### src/rtl/sba_pkg.sv
package sba_pkg;
    localparam logic [1:0] REG_CTRL = 2'd0;
    localparam logic [1:0] REG_ADDR = 2'd1;
    localparam logic [1:0] REG_DATA = 2'd2;

    localparam int NUM_SIZES = 5;

    // control word bit positions
    localparam int B_RDA  = 0;
    localparam int B_RDD  = 1;
    localparam int B_INC  = 2;
    localparam int B_SZ   = 3;
    localparam int B_ERR  = 6;
    localparam int B_VIOL = 9;
    localparam int B_BUSY = 10;
    localparam int B_CAP  = 11;
    localparam int B_VER  = 16;

    localparam logic [3:0] VERSION  = 4'd1;
    localparam logic [2:0] ERR_BUS  = 3'd2;
    localparam logic [2:0] ERR_SIZE = 3'd3;

    typedef enum logic [1:0] {
        S_IDLE  = 2'd0,
        S_WRITE = 2'd1,
        S_READ  = 2'd2
    } eng_state_e;

    typedef struct packed {
        logic wr_ctrl;
        logic wr_addr;
        logic wr_data;
        logic rd_data;
    } host_ev_t;
endpackage

### src/rtl/sba_host_decode.sv
module sba_host_decode
    import sba_pkg::*;
#(
    parameter int XLEN = 32
) (
    input  logic [1:0]      host_addr,
    input  logic            host_wr,
    input  logic            host_rd,
    input  logic [XLEN-1:0] ctrl_word,
    input  logic [XLEN-1:0] addr_q,
    input  logic [XLEN-1:0] data_q,
    output host_ev_t        ev,
    output logic [XLEN-1:0] host_rdata
);
    always_comb begin
        ev.wr_ctrl = host_wr && (host_addr == REG_CTRL);
        ev.wr_addr = host_wr && (host_addr == REG_ADDR);
        ev.wr_data = host_wr && (host_addr == REG_DATA);
        ev.rd_data = host_rd && (host_addr == REG_DATA);
    end

    always_comb begin
        case (host_addr)
            REG_CTRL: host_rdata = ctrl_word;
            REG_ADDR: host_rdata = addr_q;
            REG_DATA: host_rdata = data_q;
            default:  host_rdata = '0;
        endcase
    end
endmodule

### src/rtl/sba_ctrl_regs.sv
module sba_ctrl_regs
    import sba_pkg::*;
(
    input  logic            clk,
    input  logic            rst_n,
    input  logic            wr_ctrl,
    input  logic [B_VIOL:0] wdata,
    input  logic            set_err,
    input  logic [2:0]      err_code,
    input  logic            set_viol,
    output logic            rd_on_addr,
    output logic            rd_on_data,
    output logic            auto_inc,
    output logic [2:0]      sel_size,
    output logic [2:0]      err,
    output logic            viol
);
    always_ff @(posedge clk) begin
        if (!rst_n) begin
            rd_on_addr <= 1'b0;
            rd_on_data <= 1'b0;
            auto_inc   <= 1'b0;
            sel_size   <= 3'd0;
            err        <= 3'd0;
            viol       <= 1'b0;
        end else begin
            if (wr_ctrl) begin
                rd_on_addr <= wdata[B_RDA];
                rd_on_data <= wdata[B_RDD];
                auto_inc   <= wdata[B_INC];
                sel_size   <= wdata[B_SZ +: 3];
            end
            // a new error wins over a clear in the same cycle
            if (set_err)
                err <= err_code;
            else if (wr_ctrl)
                err <= err & ~wdata[B_ERR +: 3];
            if (set_viol)
                viol <= 1'b1;
            else if (wr_ctrl && wdata[B_VIOL])
                viol <= 1'b0;
        end
    end
endmodule

### src/rtl/sba_size_unit.sv
module sba_size_unit
    import sba_pkg::*;
#(
    parameter int                   XLEN = 32,
    parameter logic [NUM_SIZES-1:0] CAPS = 5'b00111
) (
    input  logic [2:0]      sel_size,
    input  logic [2:0]      acc_size,
    output logic            size_ok,
    output logic [XLEN-1:0] inc_bytes
);
    localparam logic [XLEN-1:0] ONE = {{(XLEN-1){1'b0}}, 1'b1};

    logic [NUM_SIZES-1:0] hit;

    for (genvar g = 0; g < NUM_SIZES; g++) begin : g_cap
        assign hit[g] = CAPS[g] && (sel_size == 3'(g));
    end

    assign size_ok   = |hit;
    assign inc_bytes = ONE << acc_size;
endmodule

### src/rtl/sba_engine.sv
module sba_engine
    import sba_pkg::*;
#(
    parameter int XLEN = 32
) (
    input  logic            clk,
    input  logic            rst_n,
    input  logic            ev_wr_addr,
    input  logic            ev_wr_data,
    input  logic            ev_rd_data,
    input  logic [XLEN-1:0] wdata,
    input  logic            blocked,
    input  logic            rd_on_addr,
    input  logic            rd_on_data,
    input  logic            auto_inc,
    input  logic [2:0]      sel_size,
    input  logic            size_ok,
    input  logic [XLEN-1:0] inc_bytes,
    output logic [2:0]      acc_size,
    output logic [XLEN-1:0] addr_q,
    output logic [XLEN-1:0] data_q,
    output logic            busy,
    output logic            set_viol,
    output logic            set_err,
    output logic [2:0]      err_code,
    output logic            bus_req,
    output logic            bus_we,
    input  logic            bus_ready,
    input  logic            bus_err,
    input  logic [XLEN-1:0] bus_rdata
);
    eng_state_e state_q, state_d;

    logic idle, open, want_wr, want_rd, size_bad, go_wr, go_rd, done, done_ok;

    always_comb begin
        idle     = (state_q == S_IDLE);
        open     = idle && !blocked;
        want_wr  = open && ev_wr_data;
        want_rd  = open && !ev_wr_data &&
                   ((ev_wr_addr && rd_on_addr) || (ev_rd_data && rd_on_data));
        size_bad = (want_wr || want_rd) && !size_ok;
        go_wr    = want_wr && size_ok;
        go_rd    = want_rd && size_ok;
        done     = !idle && bus_ready;
        done_ok  = done && !bus_err;
    end

    // next state
    always_comb begin
        state_d = state_q;
        unique case (state_q)
            S_IDLE: begin
                if (go_wr)      state_d = S_WRITE;   // launch write
                else if (go_rd) state_d = S_READ;    // launch read
            end
            S_WRITE, S_READ: begin
                if (bus_ready)  state_d = S_IDLE;    // complete
            end
            default:            state_d = S_IDLE;
        endcase
    end

    // state register
    always_ff @(posedge clk) begin
        if (!rst_n) state_q <= S_IDLE;
        else        state_q <= state_d;
    end

    // outputs
    always_comb begin
        bus_req  = (state_q != S_IDLE);
        bus_we   = (state_q == S_WRITE);
        busy     = (state_q != S_IDLE);
        set_viol = !idle && (ev_wr_addr || ev_wr_data);
        set_err  = size_bad || (done && bus_err);
        err_code = size_bad ? ERR_SIZE : ERR_BUS;
    end

    // datapath registers
    always_ff @(posedge clk) begin
        if (!rst_n) begin
            addr_q   <= '0;
            data_q   <= '0;
            acc_size <= 3'd0;
        end else begin
            if (open && ev_wr_addr)
                addr_q <= wdata;
            else if (done_ok && auto_inc)
                addr_q <= addr_q + inc_bytes;

            if (open && ev_wr_data)
                data_q <= wdata;
            else if (done_ok && (state_q == S_READ))
                data_q <= bus_rdata;

            if (go_wr || go_rd)
                acc_size <= sel_size;
        end
    end
endmodule

### src/rtl/dbg_sysbus_ctrl.sv
module dbg_sysbus_ctrl
    import sba_pkg::*;
#(
    parameter int                   XLEN = 32,
    parameter logic [NUM_SIZES-1:0] CAPS = 5'b00111
) (
    input  logic            clk,
    input  logic            rst_n,
    input  logic [1:0]      host_addr,
    input  logic [XLEN-1:0] host_wdata,
    input  logic            host_wr,
    input  logic            host_rd,
    output logic [XLEN-1:0] host_rdata,
    output logic            bus_req,
    output logic            bus_we,
    output logic [XLEN-1:0] bus_addr,
    output logic [XLEN-1:0] bus_wdata,
    output logic [2:0]      bus_size,
    input  logic            bus_ready,
    input  logic            bus_err,
    input  logic [XLEN-1:0] bus_rdata
);
    localparam int CTRL_USED = B_VER + 4;

    host_ev_t        ev;
    logic            rda_f, rdd_f, inc_f, viol_f, busy_f;
    logic [2:0]      size_f, err_f, acc_size, err_code;
    logic            set_err, set_viol, size_ok;
    logic [XLEN-1:0] addr_q, data_q, inc_bytes, ctrl_word;

    always_comb begin
        ctrl_word = '0;
        ctrl_word[CTRL_USED-1:0] = {VERSION, CAPS, busy_f, viol_f, err_f,
                                    size_f, inc_f, rdd_f, rda_f};
    end

    sba_host_decode #(.XLEN(XLEN)) u_dec (
        .host_addr (host_addr),
        .host_wr   (host_wr),
        .host_rd   (host_rd),
        .ctrl_word (ctrl_word),
        .addr_q    (addr_q),
        .data_q    (data_q),
        .ev        (ev),
        .host_rdata(host_rdata)
    );

    sba_ctrl_regs u_ctrl (
        .clk       (clk),
        .rst_n     (rst_n),
        .wr_ctrl   (ev.wr_ctrl),
        .wdata     (host_wdata[B_VIOL:0]),
        .set_err   (set_err),
        .err_code  (err_code),
        .set_viol  (set_viol),
        .rd_on_addr(rda_f),
        .rd_on_data(rdd_f),
        .auto_inc  (inc_f),
        .sel_size  (size_f),
        .err       (err_f),
        .viol      (viol_f)
    );

    sba_size_unit #(.XLEN(XLEN), .CAPS(CAPS)) u_size (
        .sel_size (size_f),
        .acc_size (acc_size),
        .size_ok  (size_ok),
        .inc_bytes(inc_bytes)
    );

    sba_engine #(.XLEN(XLEN)) u_eng (
        .clk       (clk),
        .rst_n     (rst_n),
        .ev_wr_addr(ev.wr_addr),
        .ev_wr_data(ev.wr_data),
        .ev_rd_data(ev.rd_data),
        .wdata     (host_wdata),
        .blocked   ((err_f != 3'd0) || viol_f),
        .rd_on_addr(rda_f),
        .rd_on_data(rdd_f),
        .auto_inc  (inc_f),
        .sel_size  (size_f),
        .size_ok   (size_ok),
        .inc_bytes (inc_bytes),
        .acc_size  (acc_size),
        .addr_q    (addr_q),
        .data_q    (data_q),
        .busy      (busy_f),
        .set_viol  (set_viol),
        .set_err   (set_err),
        .err_code  (err_code),
        .bus_req   (bus_req),
        .bus_we    (bus_we),
        .bus_ready (bus_ready),
        .bus_err   (bus_err),
        .bus_rdata (bus_rdata)
    );

    assign bus_addr  = addr_q;
    assign bus_wdata = data_q;
    assign bus_size  = acc_size;
endmodule

### config.mk
export PLATFORM = sky130hd
export DESIGN_NAME = dbg_sysbus_ctrl
export DESIGN_NICKNAME = d
export VERILOG_FILES = /design/src/rtl/sba_pkg.sv /design/src/rtl/sba_host_decode.sv /design/src/rtl/sba_ctrl_regs.sv /design/src/rtl/sba_size_unit.sv /design/src/rtl/sba_engine.sv /design/src/rtl/dbg_sysbus_ctrl.sv
export SDC_FILE = /design/constraint.sdc
export NUM_CORES = 1
export LEC_CHECK = 0
export BUFFER_PORTS_ARGS = -buffer_cell sky130_fd_sc_hd__buf_2
export CORE_UTILIZATION = 31
export DETAILED_ROUTE_END_ITERATION = 10
export SLEW_MARGIN = 40
export SYNTH_ARGS = -nofsm -noshare
export SYNTH_HDL_FRONTEND = slang
export SYNTH_SLANG_ARGS = --single-unit
### constraint.sdc
create_clock -name clk -period 4.8 [get_ports clk]
set_input_delay 1.2 -clock clk [delete_from_list [all_inputs] [get_ports clk]]
set_output_delay 1.2 -clock clk [all_outputs]
set_load 0.005 [all_outputs]
== After elaboration in Yosys (flattened, before gate mapping) ==
Index checks and enable logic that the tools add are counted.
Word-level totals
  flip-flop bits (word level): 79
  word-level logic and storage cells: 80
  input port bits: 72
  output and inout port bits: 101
Operators by class
  muxes and demuxes: 14
  bitwise gates (word level): 2
  reductions and logical operators: 44
  eq/ne operators: 8
  shifts and indexed selects: 1
  add/sub/neg operators: 1
Operators by type and width (count)
  2-to-1 mux 32 bit: 4
  one-hot mux 32 bit (3 select lines): 1
  adder 32 bit: 1
  << shifter 1 x 3 -> 32 bit (first input constant): 1
  logical AND 1 bit: 21
  nonzero test 2 bit: 5
  logical OR 1 bit: 6
  2-to-1 mux 2 bit: 3
  2-to-1 mux 3 bit: 2
  logical NOT 1 bit: 5
  == test 2 x 1 -> 1 bit (second input constant): 2
  == test 2 bit (second input constant): 2
  logical NOT 2 bit: 2
  one-hot mux 2 bit (2 select lines): 1
  bitwise AND 3 bit: 1
  == test 3 x 1 -> 1 bit (second input constant): 1
  == test 3 x 2 -> 1 bit (second input constant): 1
  logical NOT 3 bit: 1
  2-to-1 mux 1 bit: 3
  inequality test 3 bit (second input constant): 1
  inverter 3 bit: 1
  nonzero test 3 bit: 1
  OR reduction 3 bit: 1
  inequality test 2 bit (second input constant): 1
  2 further kinds: 2

== Longest topological paths before layout ==
Gate-level depths: netlist of the first run.
  depth in word-level cells: 10
  gate-level depth with buffers: 9
  mapped depth without buffers: 8

== Hierarchy ==
From an unflattened synthesis of the first run, not the netlist that was laid out.
Second synthesis, totals
  cells, all modules: 794
  area, all modules: 6167.2 um^2
Modules (own cells, without submodules)
  sba_engine: cells each 637, times used 1, sequential area each 1381.3 um^2, area an instance 4747.1 um^2
  sba_host_decode: cells each 82, times used 1, sequential area each 0.0 um^2, area an instance 759.5 um^2
  sba_ctrl_regs: cells each 38, times used 1, sequential area each 200.2 um^2, area an instance 391.6 um^2
  sba_size_unit: cells each 34, times used 1, sequential area each 0.0 um^2, area an instance 254.0 um^2
  dbg_sysbus_ctrl: cells each 3, times used 1, sequential area each 0.0 um^2, area an instance 15.0 um^2

== Worst setup path after synthesis of the first run ==
No wires, ideal clock.
  path type: input port to output port
  from: in host_addr[0]
  to: out host_rdata[14]
  cell stages on the path: 5
  arrival time: 2.389 ns
  slack: 1.211 ns
  data required time: 3.600 ns
  buffers on the path: 3
  path through: buf_2 > nor2b_1 > clkbuf_1 > clkbuf_1 > a22o_1
On the way
  longest elaborated chain between the ends: 2
  elaborated cells between the ends (all ways): 4
  those cells by class: eq/ne: 2; mux: 1; reduce/logical: 1
Ends and longest elaborated chain
  from (decl): RTL line dbg_sysbus_ctrl.sv:9  | input logic [1:0] host_addr,
  == test 2 bit (tied with other cells): RTL line sba_host_decode.sv:23  | case (host_addr)
  one-hot mux 32 bit (3 select lines) (*): RTL line sba_host_decode.sv:23
  to (decl): RTL line dbg_sysbus_ctrl.sv:13  | output logic [XLEN-1:0] host_rdata,
Every way passes the cells marked *; elsewhere a longest branch is shown, timed or not.

== Worst setup path in the final report of the first run ==
  from: in host_addr[0]
  to: out host_rdata[6]
The elaborated chain is that of the path after synthesis.

==> metrics, run 1 <==
status completed; Synth Area per Inst 8.20 µm²; layout net count 841; post-synthesis xor/xnor area fraction 1.58%; Vias 5192; Setup violations, final 0; GP Congestion 0.744; fillers 1660; most frequent CP cell buf_2; Post-Syn Area 5000 µm²; worst hold slack 0.475 ns; # DRC 0; Critical Path AT 2.53 ns; CTS tree yes; Synth Area in Compound Gates 26.7%; worst stage delay on the critical path 0.37 ns; Area growth, synth to finish 27.4%; WL/cell 17.0 µm; placement row count 46; Setup Buffers After CTS 0; largest net degree at the start of global routing 55; largest family of logic cells by synthesized area compound AO/OA/AOI/OAI gates; PostCTS Resize Cnt 0; CTS Buffer Depth 2; grt total ovfl 0; part of the cycle the worst path needs 77.7%; Crit. End Element output port; cell count of the worst reg-to-reg path 7; synth warn 0; root buf cell clkbuf_16; register area share after synthesis 31.6%; multi-input logic area 3200 µm²; simple logic cell fraction of the synthesized area 23.1%; final worst path period need 3.73 ns; Lkg Pwr 2.70 nW; area occupied by registers 1580 µm²; H-tree depth 3; Startpoint Class input port; Total Routed Length 16600 µm; I/O Buffers 172; crit path kind in -> out; Crit Path Max Fanout 29; fmax 268 MHz; Final Hold Violating Endpoints 0; fin. max-slew vios 0; via density per instance 5.31; 1st-iter DRT viols 305; initial antenna violation count 0; Worst Tran Pin Value 0.789 ns; Syn Inst Count 610; pwr dens 313 nW/µm²; CTS Buf Count 9; Worst Skew 0.00600 ns; RSZ-0062 raised after global routing no; Post-Synth Adder-Cell Area 3.15%; Slew Limit Headroom 46.9%; top_reg_cell synth dfxtp_1; Initial Utilization 31.6%; Synth Net Count 694; Hold Buf Count CTS 0; Critical-path top delay cell buf_4; Post-DRT Antenna Nets 0; first-pass GRT wire length 25600 µm; Core Util, Final 40.3%; core area 15800 µm²; non-filler instance count after layout 978; IO Count 173; drt first pass iters 4; Die H 129 µm; total power 0.00199 W; Synth cell types 70; die width 129 µm; Sink Count 79; EDFF count, synth 0; share of cells above drive strength 1 29.5%; Async SR Flop Fraction 0%; DP HPWL 12000 µm; worst-skew pair later-pin latency 0.35 ns; vias in the first global route 4650; max-cap violations 0; mux cell area share after synthesis 9.46%; ant diodes 0; Cell Chain, Critical Path buf_2 > nor2b_2 > buf_4 > nand2_1 > o21ai_0 > buf_2; Yosys reg bits 79; Setup TNS 0 ns; Req. time, crit path 3.60 ns; Die ar. 16600 µm²; clk slew on worst S/H paths 0.06 ns; Hold Path Stages 2; maximum VDD drop 0.173 mV; Tightest Hold Check Type reg -> reg; Cells after DPL 961; gr usage total 19.9%
==> state kept, by name, summed over array words and instances (netlist names) <==
name / count
u_ctrl.auto_inc: 1
u_ctrl.err: 3
u_ctrl.rd_on_addr: 1
u_ctrl.rd_on_data: 1
u_ctrl.sel_size: 3
u_ctrl.viol: 1
u_eng.acc_size: 3
u_eng.addr_q: 32
u_eng.data_q: 32
u_eng.state_q: 2
==> stage by stage <==
step / worst slack, ns / area, µm²
2_1_floorplan: 1.21 / 5000
3_3_place_gp: 1.05 / 6020
3_5_place_dp: 0.938 / 6020
4_1_cts: 1.09 / 6360
5_1_grt: 0.926 / 6370
6_report: 1.07 / 6370
==> cell usage after synthesis, drive strengths merged, types with 5 or more instances <==
cell type / instances / area, µm²
o21ai: 22 / 129
dfxtp: 79 / 1580
mux2i: 45 / 450
a22o: 17 / 149
inv: 9 / 33.8
nor2: 51 / 194
nor2b: 8 / 50.1
o211ai: 9 / 100
a31oi: 10 / 62.6
nand3: 37 / 185
nand2b: 5 / 33.8
a211oi: 36 / 270
nor3: 6 / 30.0
ha: 11 / 138
buf: 19 / 87.6
a21o: 8 / 62.6
or4: 5 / 37.5
xor2: 5 / 43.8
and3: 13 / 81.3
clkbuf: 27 / 101
nand4: 13 / 93.8
a21oi: 36 / 180
nand2: 67 / 254
a22oi: 8 / 60.1
or3: 7 / 45.1
==> placed cells by master, fill, tap and decap left out, types with 3 or more instances in the layout <==
cell type and instances:
inv_1 8, buf_2 172, clkbuf_16 9, nor3_1 6
o2111ai_1 3, and2_1 3, o31a_1 3, bufinv_16 3
nand2b_1 4, a21o_1 6, dfxtp_1 79, nor3b_1 3
a211oi_1 36, o21ai_0 19, a31oi_1 10, or3_1 6
and3_1 13, a22oi_1 8, a21oi_1 36, o211ai_1 6
a22o_1 17, or4_1 5, nand3_1 37, nor2_1 50
xnor2_1 4, buf_4 10, and4_1 3, nand2_1 66
ha_1 11, nand4_1 11, xor2_1 5, o211a_1 4
mux2i_1 45, nor2b_1 6
==> report_power, final <==
part           internal [W]  leakage [nW]  switching [W]
sequential         0.000714         0.643      0.0000652
clock              0.000510         0.166       0.000303
combinational      0.000179          1.89       0.000222
total               0.00140          2.70       0.000590
==> final timing paths <==
path | start | to | slack (ns)
hold reg to reg | u_eng.state_q[1] | u_eng.state_q[1] | 0.47
hold / removal | u_eng.state_q[1] | u_eng.state_q[1] | 0.47
setup / recovery | host_addr[0] | host_rdata[6] | 1.07
setup reg to reg | u_eng.acc_size[0] | u_eng.addr_q[29] | 1.94
==> cell type report <==
cell class / instances / share of cell area, %
clock inverter: 7 / 1.89
sequential: 79 / 24.8
timing repair buffer: 182 / 14.7
inverter: 9 / 0.530
clock buffer: 9 / 3.53
tap: 216 / 4.24
multi-input combinational: 476 / 50.3
==> routing by layer <==
layer,GRT usage [%],share of wire (%)
met1,25.9,46
met2,34.0,48
met3,4.00,5.4
met4,4.57,0.81
met5,0,0
==> worst max-delay path: cells and delay by family <==
| kind | cells | cell delay, ns |
|---|---|---|
| buffers and inverters | 3 | 0.83 |
| AND/OR/NAND/NOR | 2 | 0.37 |
| AO/OA/AOI/OAI | 1 | 0.12 |
==> logic make-up after synthesis <==
logic type,Yosys count
and+or+nand+nor,230
AOI/OAI and AO/OA,178
DFF,79
buffers and inverters,55
muxes,47
adders and majority gates,12
xor gates and xnor gates,9
Power figures use the tool's default switching activity.
==> inputs of run 2 (changes only) <==
==> constraint.sdc (replaced) <==
create_clock -name clk -period 3.07 [get_ports clk]
set_input_delay 0.7675 -clock clk [delete_from_list [all_inputs] [get_ports clk]]
set_output_delay 0.7675 -clock clk [all_outputs]
set_load 0.005 [all_outputs]
==> run 2 against run 1 <==
Net effect: clock skew grew 0.0031 ns; via count up 2.2%; combinational power rose by 59%; global-route usage rose by 0.55 points; clock power is 54% higher; critical path depth did not move; critical endpoint is now host_rdata[29]; sequential power is 57% higher; sequential share of layout area down 0.27 points; wire length grew 1.4%.
==> metrics, run 2 (synthesis gave the netlist of run 1 again) <==
Setup TNS 0 ns (unchanged); multi-input logic area 3210 µm² (about the same); ant diodes 0 (unchanged); Setup crit end host_rdata[29]; Largest regs u_eng.addr_q x32, u_eng.data_q x32; commonest non-fill, non-tap cell in the layout buf_2; status completed; Req. time, crit path 2.30 ns (-1.30 ns); fillers 1643 (-1.0%); 1st-iter DRT viols 277 (-9.2%); fin. max-slew vios 0 (unchanged); DP HPWL 12100 µm (+1.1%); worst reg2reg path endpoint u_eng.addr_q[8]; part of the cycle the worst path needs 88.7%; routing usage on met1 27.1% (+1.3 points); vias in the first global route 4766 (+2.5%); Worst Tran Pin Value 0.666 ns (-0.123 ns); Die H 129 µm (unchanged); M2 GR Usage 34.3% (+0.32 points); Crit Path Max Fanout 21 (-28%); Hold Buf Count CTS 0 (unchanged); cell count of the worst reg-to-reg path 8 (+1); Worst Skew 0.00906 ns (+0.00306 ns); Sink Count 79 (unchanged); Post-DRT Antenna Nets 0 (unchanged); Initial Utilization 31.6% (unchanged); first-pass GRT wire length 26200 µm (+2.3%); Lkg Pwr 2.74 nW (+1.5%); CTS tree yes; fmax 367 MHz; Die ar. 16600 µm² (unchanged); GP Congestion 0.773 (+3.8%); Levels on crit path 6 (unchanged); drt first pass iters 5 (+1); buffers and inverters on the worst path 4 (+1); Critical Path AT 1.95 ns (-0.58 ns); WL/cell 17.1 µm (+0.73%); max-cap violations 0 (unchanged); die width 129 µm (unchanged); crit path kind in -> out; maximum VDD drop 0.231 mV (+33%); initial antenna violation count 0 (unchanged); Setup Buffers After CTS 0 (unchanged); layer with the highest usage met2; I/O Buffers 172 (unchanged); total power 0.00310 W (+56%); core area 15800 µm² (unchanged); Tightest Hold Check Type reg -> reg; Slew Limit Headroom 55.4% (+8.6 points); placement row count 46 (unchanged); clk slew on worst S/H paths 0.07 ns (about the same); reg2reg start u_eng.acc_size[0]; via density per instance 5.39 (+1.5%); area occupied by registers 1580 µm² (unchanged); worst stage delay on the critical path 0.27 ns (-0.10 ns); final worst path period need 2.72 ns; IO Count 173 (unchanged); largest net degree at the start of global routing 52 (-5.5%); Critical path origin host_addr[1]; # DRC 0 (unchanged); CTS Buf Count 9 (unchanged); Vias 5308 (+2.2%); Area growth, synth to finish 28.8%; Core Util, Final 40.7% (+0.44 points); share of cells above drive strength 1 30.3% (+0.77 points); CTS Buffer Depth 2 (unchanged); dpl cell area 6100 µm² (+1.4%); root buf cell clkbuf_16; Crit. End Element output port; RSZ-0062 raised after global routing no; Cell Chain, Critical Path buf_2 > buf_4 > nor2b_2 > buf_4 > a22o_1 > buf_2; Startpoint Class input port; H-tree depth 3 (unchanged); Top delay family on crit path buffers and inverters; grt total ovfl 0 (unchanged); layout net count 848 (+0.83%); gr usage total 20.5% (+0.55 points); met3 GRT Util 3.10% (-0.91 points); Total Routed Length 16900 µm (+1.4%); pwr dens 482 nW/µm² (+54%); Critical-path top delay cell buf_4; flop2flop setup slack 0.38 ns (-1.56 ns); worst-skew pair later-pin latency 0.35 ns (about the same); Setup violations, final 0 (unchanged); Final Hold Violating Endpoints 0 (unchanged); most frequent cells in the layout 172 x buf_2, 79 x dfxtp_1, 66 x nand2_1, 49 x nor2_1, 45 x mux2i_1; post-route cell area 6440 µm² (+1.1%); PostCTS Resize Cnt 0 (unchanged)
[run 2: power breakdown]
group / switching (W) / internal [W]
Combinational: 0.000350 / 0.000285
Sequential: 0.000104 / 0.00112
Clock: 0.000498 / 0.000750
[run 2: worst min path at each step]
| stage | end | from | depth (start not counted) | slack, ns |
|---|---|---|---|---|
| global route | u_eng.state_q[1] | u_eng.state_q[1] | 2 | 0.50 |
| finish | u_eng.state_q[1] | u_eng.state_q[1] | 2 | 0.47 |
| detailed placement | u_eng.state_q[1] | u_eng.state_q[1] | 2 | 0.46 |
| global placement | u_eng.state_q[1] | u_eng.state_q[1] | 2 | 0.47 |
| floorplan | u_eng.state_q[1] | u_eng.state_q[1] | 2 | 0.45 |
| CTS | u_eng.state_q[1] | u_eng.state_q[1] | 2 | 0.47 |
[run 2: metrics by stage]
stage / hold slack (ns) / setup WS (ns) / std cells
2_1_floorplan: 0.449 / 0.346 / 610
5_1_grt: 0.495 / 0.120 / 985
3_5_place_dp: 0.462 / 0.303 / 969
6_report: 0.473 / 0.348 / 985
3_3_place_gp: 0.466 / 0.369 / 969
4_1_cts: 0.472 / 0.368 / 985
[run 2: area by class of cell]
type | count | area share, %
multi-input cells | 476 | 49.8
flip-flops and latches | 79 | 24.6
repair buffers | 189 | 15.7
well taps | 216 | 4.20
clock buffers | 10 | 3.71
clock inverters | 6 | 1.52
inverters | 9 | 0.524
[run 2: metal layers]
metal | vias to the layer above | part of all wire, %
li1 | 2603 | -
met1 | 2508 | 47
met2 | 180 | 47
met3 | 17 | 5.4
met4 | 0 | 1.3
met5 | - | 0
[run 2: worst min-delay path, delay by kind of cell, from the launching register on]
family | cells | cell delay (ns)
DFF | 1 | 0.32
and+or+nand+nor | 1 | 0.06
AOI/OAI and AO/OA | 1 | 0.05
==> inputs of run 3 (changes only) <==
--- a/config.mk
+++ b/config.mk
@@ -5,6 +5,7 @@
 export SDC_FILE = /design/constraint.sdc
 export NUM_CORES = 1
 export LEC_CHECK = 0
+export ABC_AREA = 1
 export BUFFER_PORTS_ARGS = -buffer_cell sky130_fd_sc_hd__buf_2
 export CORE_UTILIZATION = 31
 export DETAILED_ROUTE_END_ITERATION = 10
==> run 3 against run 2 <==
Net effect: die area rose by 4.9%; clock-buffer cell count increased by 3; global-route usage grew 3.5 points; sequential share of layout area decreased by 0.84 points; first-iteration DRC count is 130% higher; non-clock buffer count is 5 lower; hold slack better by 0.018 ns; power increased by 9.5%.
==> metrics, run 3 <==
status completed; Worst Skew 0.00643 ns (-0.00263 ns); Yosys reg bits 79 (unchanged); IO Count 173 (unchanged); via density per instance 5.08 (-5.7%); Crit Path Max Fanout 30 (+43%); Setup Buffers After CTS 0 (unchanged); Startpoint Class input port; non-filler instance count after layout 1253 (+27%); fmax 357 MHz (-2.8%); worst-skew pair later-pin latency 0.34 ns (about the same); Setup violations, final 0 (unchanged); vias in the first global route 5716 (+20%); combinational group share of total power 27.6% (+7.1 points); Slew Limit Headroom 52.7% (-2.7 points); Die H 132 µm (+2.4%); Syn Inst Count 873 (+43%); Crit. End Element output port; fin. max-slew vios 0 (unchanged); largest net degree at the start of global routing 65 (+25%); Post-Syn Area 5250 µm² (+5.0%); gr usage total 23.9% (+3.5 points); Req. time, crit path 2.30 ns (about the same); placement row count 47 (+2.2%); pwr dens 509 nW/µm² (+5.7%); final worst path period need 2.80 ns (+0.0780 ns); Initial Utilization 31.7% (+0.069 points); Final Hold Violating Endpoints 0 (unchanged); Post-DRT Antenna Nets 0 (unchanged); Clk pwr share 35.2% (-5.0 points); most instantiated library cell after synthesis nand2_1; initial antenna violation count 0 (unchanged); CTS tree yes; I/O Buffers 172 (unchanged); Vias 6370 (+20%); commonest non-fill, non-tap cell in the layout nand2_1; Worst Tran Pin Value 0.704 ns (+0.0382 ns); most frequent cells in the layout 239 x nand2_1, 172 x buf_2, 134 x inv_1, 121 x nand3_1, 79 x dfxtp_1; drt first pass iters 5 (unchanged); Synth area leaders dfxtp_1 30%, nand2_1 17%, nand3_1 12%; core area 16600 µm² (+4.8%); Hold Path Stages 2 (unchanged); Largest regs u_eng.addr_q x32, u_eng.data_q x32; WL/cell 16.6 µm (-3.2%); Die ar. 17500 µm² (+4.9%); Total Routed Length 20800 µm (+23%); Cells after DPL 1237 (+28%); maximum VDD drop 0.282 mV (+22%); # DRC 0 (unchanged); Synth area leader dfxtp_1; grt total ovfl 0 (unchanged); Setup TNS 0 ns (unchanged); share of cells above drive strength 1 20.4% (-9.9 points); first-pass GRT wire length 32400 µm (+23%); crit path kind in -> out; root buf cell clkbuf_16; Psw 0.00115 W (+21%); layout net count 1112 (+31%); CTS Buf Count 9 (unchanged); flop2flop setup slack 0.77 ns (+0.39 ns); Synth Net Count 957 (+38%); Tightest Hold Check Type reg -> reg; switching power share of the total 33.9% (+3.2 points); Hold Crit Endpoint u_ctrl.sel_size[2]; Lkg Pwr 3.12 nW (+14%); part of the cycle the worst path needs 91.2% (+2.5 points); Async SR Flop Fraction 0% (unchanged); Sink Count 79 (unchanged); max-cap violations 0 (unchanged); Sequential Power Share 37.3% (-2.0 points); Post-synth top cells 239 x nand2_1, 134 x inv_1, 121 x nand3_1; H-tree depth 3 (unchanged); hold_sp u_ctrl.sel_size[2]; GP Congestion 0.949 (+23%); clk slew on worst S/H paths 0.06 ns (about the same); reg2reg start u_eng.acc_size[1]; synth warn 0 (unchanged); Critical Path AT 2.03 ns (+0.08 ns); EDFF count, synth 0 (unchanged); Synth top area share 30.1% (-1.5 points); Synth Area per Inst 6.02 µm² (-27%); Synth cell types 29 (-59%); top_reg_cell synth dfxtp_1; register area share after synthesis 30.1% (-1.5 points); 1st-iter DRT viols 627 (+130%); worst reg2reg path endpoint u_eng.addr_q[16]; RSZ-0062 raised after global routing no; cell count of the worst reg-to-reg path 11 (+3); Hold Buf Count CTS 0 (unchanged); CTS Buffer Depth 2 (unchanged); internal power 0.00225 W (+4.5%); ant diodes 0 (unchanged); die width 132 µm (+2.4%); Area growth, synth to finish 27.0%; DP HPWL 16200 µm (+34%); PostCTS Resize Cnt 0 (unchanged)
run 3: changes by cell type after synthesis, sizes merged, moves of 11 or more:
cell	before	now
nand3	37	122
inv	9	136
mux2i	45	0
clkbuf	27	38
a211oi	36	1
o21ai	22	51
and3	13	0
nand2	67	240
a22o	17	0
a31oi	10	38
o22ai	1	20
buf	19	2
run 3: metrics by stage:
stage / hold slack, ns / utilization, % / total power [W] / setup slack (ns) / instance area (µm²)
2_1_floorplan: 0.444 / - / 0.00181 / 0.628 / 5250
3_3_place_gp: 0.470 / 38.3 / 0.00221 / 0.311 / 6340
3_5_place_dp: 0.465 / 38.3 / 0.00221 / 0.260 / 6340
4_1_cts: 0.477 / 40.2 / 0.00341 / 0.256 / 6670
5_1_grt: 0.513 / 40.2 / 0.00359 / 0.148 / 6670
6_report: 0.492 / 40.2 / 0.00340 / 0.270 / 6670
run 3: area by class of cell:
class / instances / area [µm²]
repair buffers: 184 / 963
well taps: 220 / 275
clock buffers: 13 / 260
clock inverters: 3 / 65.1
fillers: 1850 / 9910
flip-flops and latches: 79 / 1580
multi-input cells: 618 / 3010
inverters: 136 / 510
run 3: cell families after synthesis:
family	Yosys count	synth area share, %
XOR/XNOR	5	0.834
AND/OR/NAND/NOR	442	36.0
buffers and inverters	176	12.6
flip-flops	79	30.1
adder cells (fa/ha/maj)	12	3.00
AO/OA/AOI/OAI	159	17.4
run 3: power groups by stage:
stage	Sequential [W]	Combinational (W)	Clock (W)
detailed placement	0.00129	0.000927	0
CTS	0.00127	0.000931	0.00121
finish	0.00127	0.000937	0.00119
global route	0.00128	0.00105	0.00125
floorplan	0.00126	0.000554	0
global placement	0.00129	0.000921	0
run 3: worst max-delay path by stage:
stage | slack [ns] | cells past startpoint | start | to
4_1_cts | 0.26 | 5 | host_addr[1] | host_rdata[8]
6_report | 0.27 | 5 | host_addr[1] | host_rdata[8]
2_1_floorplan | 0.63 | 5 | host_addr[1] | host_rdata[0]
3_3_place_gp | 0.31 | 5 | host_addr[1] | host_rdata[6]
5_1_grt | 0.15 | 5 | host_addr[1] | host_rdata[5]
3_5_place_dp | 0.26 | 5 | host_addr[1] | host_rdata[8]
run 3: routing by layer:
metal / up-vias / wire length [µm] / track usage [%]
li1: 3173 / - / -
met1: 2897 / 9810 / 34.3
met2: 273 / 9190 / 36.8
met3: 27 / 1350 / 2.73
met4: 0 / 448 / 8.40
met5: - / 0 / 0
run 3: worst max-delay path, cell delays in order:
cell and delay [ns]:
buf_2 0.16, inv_2 0.13, or2_2 0.54, o211ai_1 0.28, buf_2 0.15
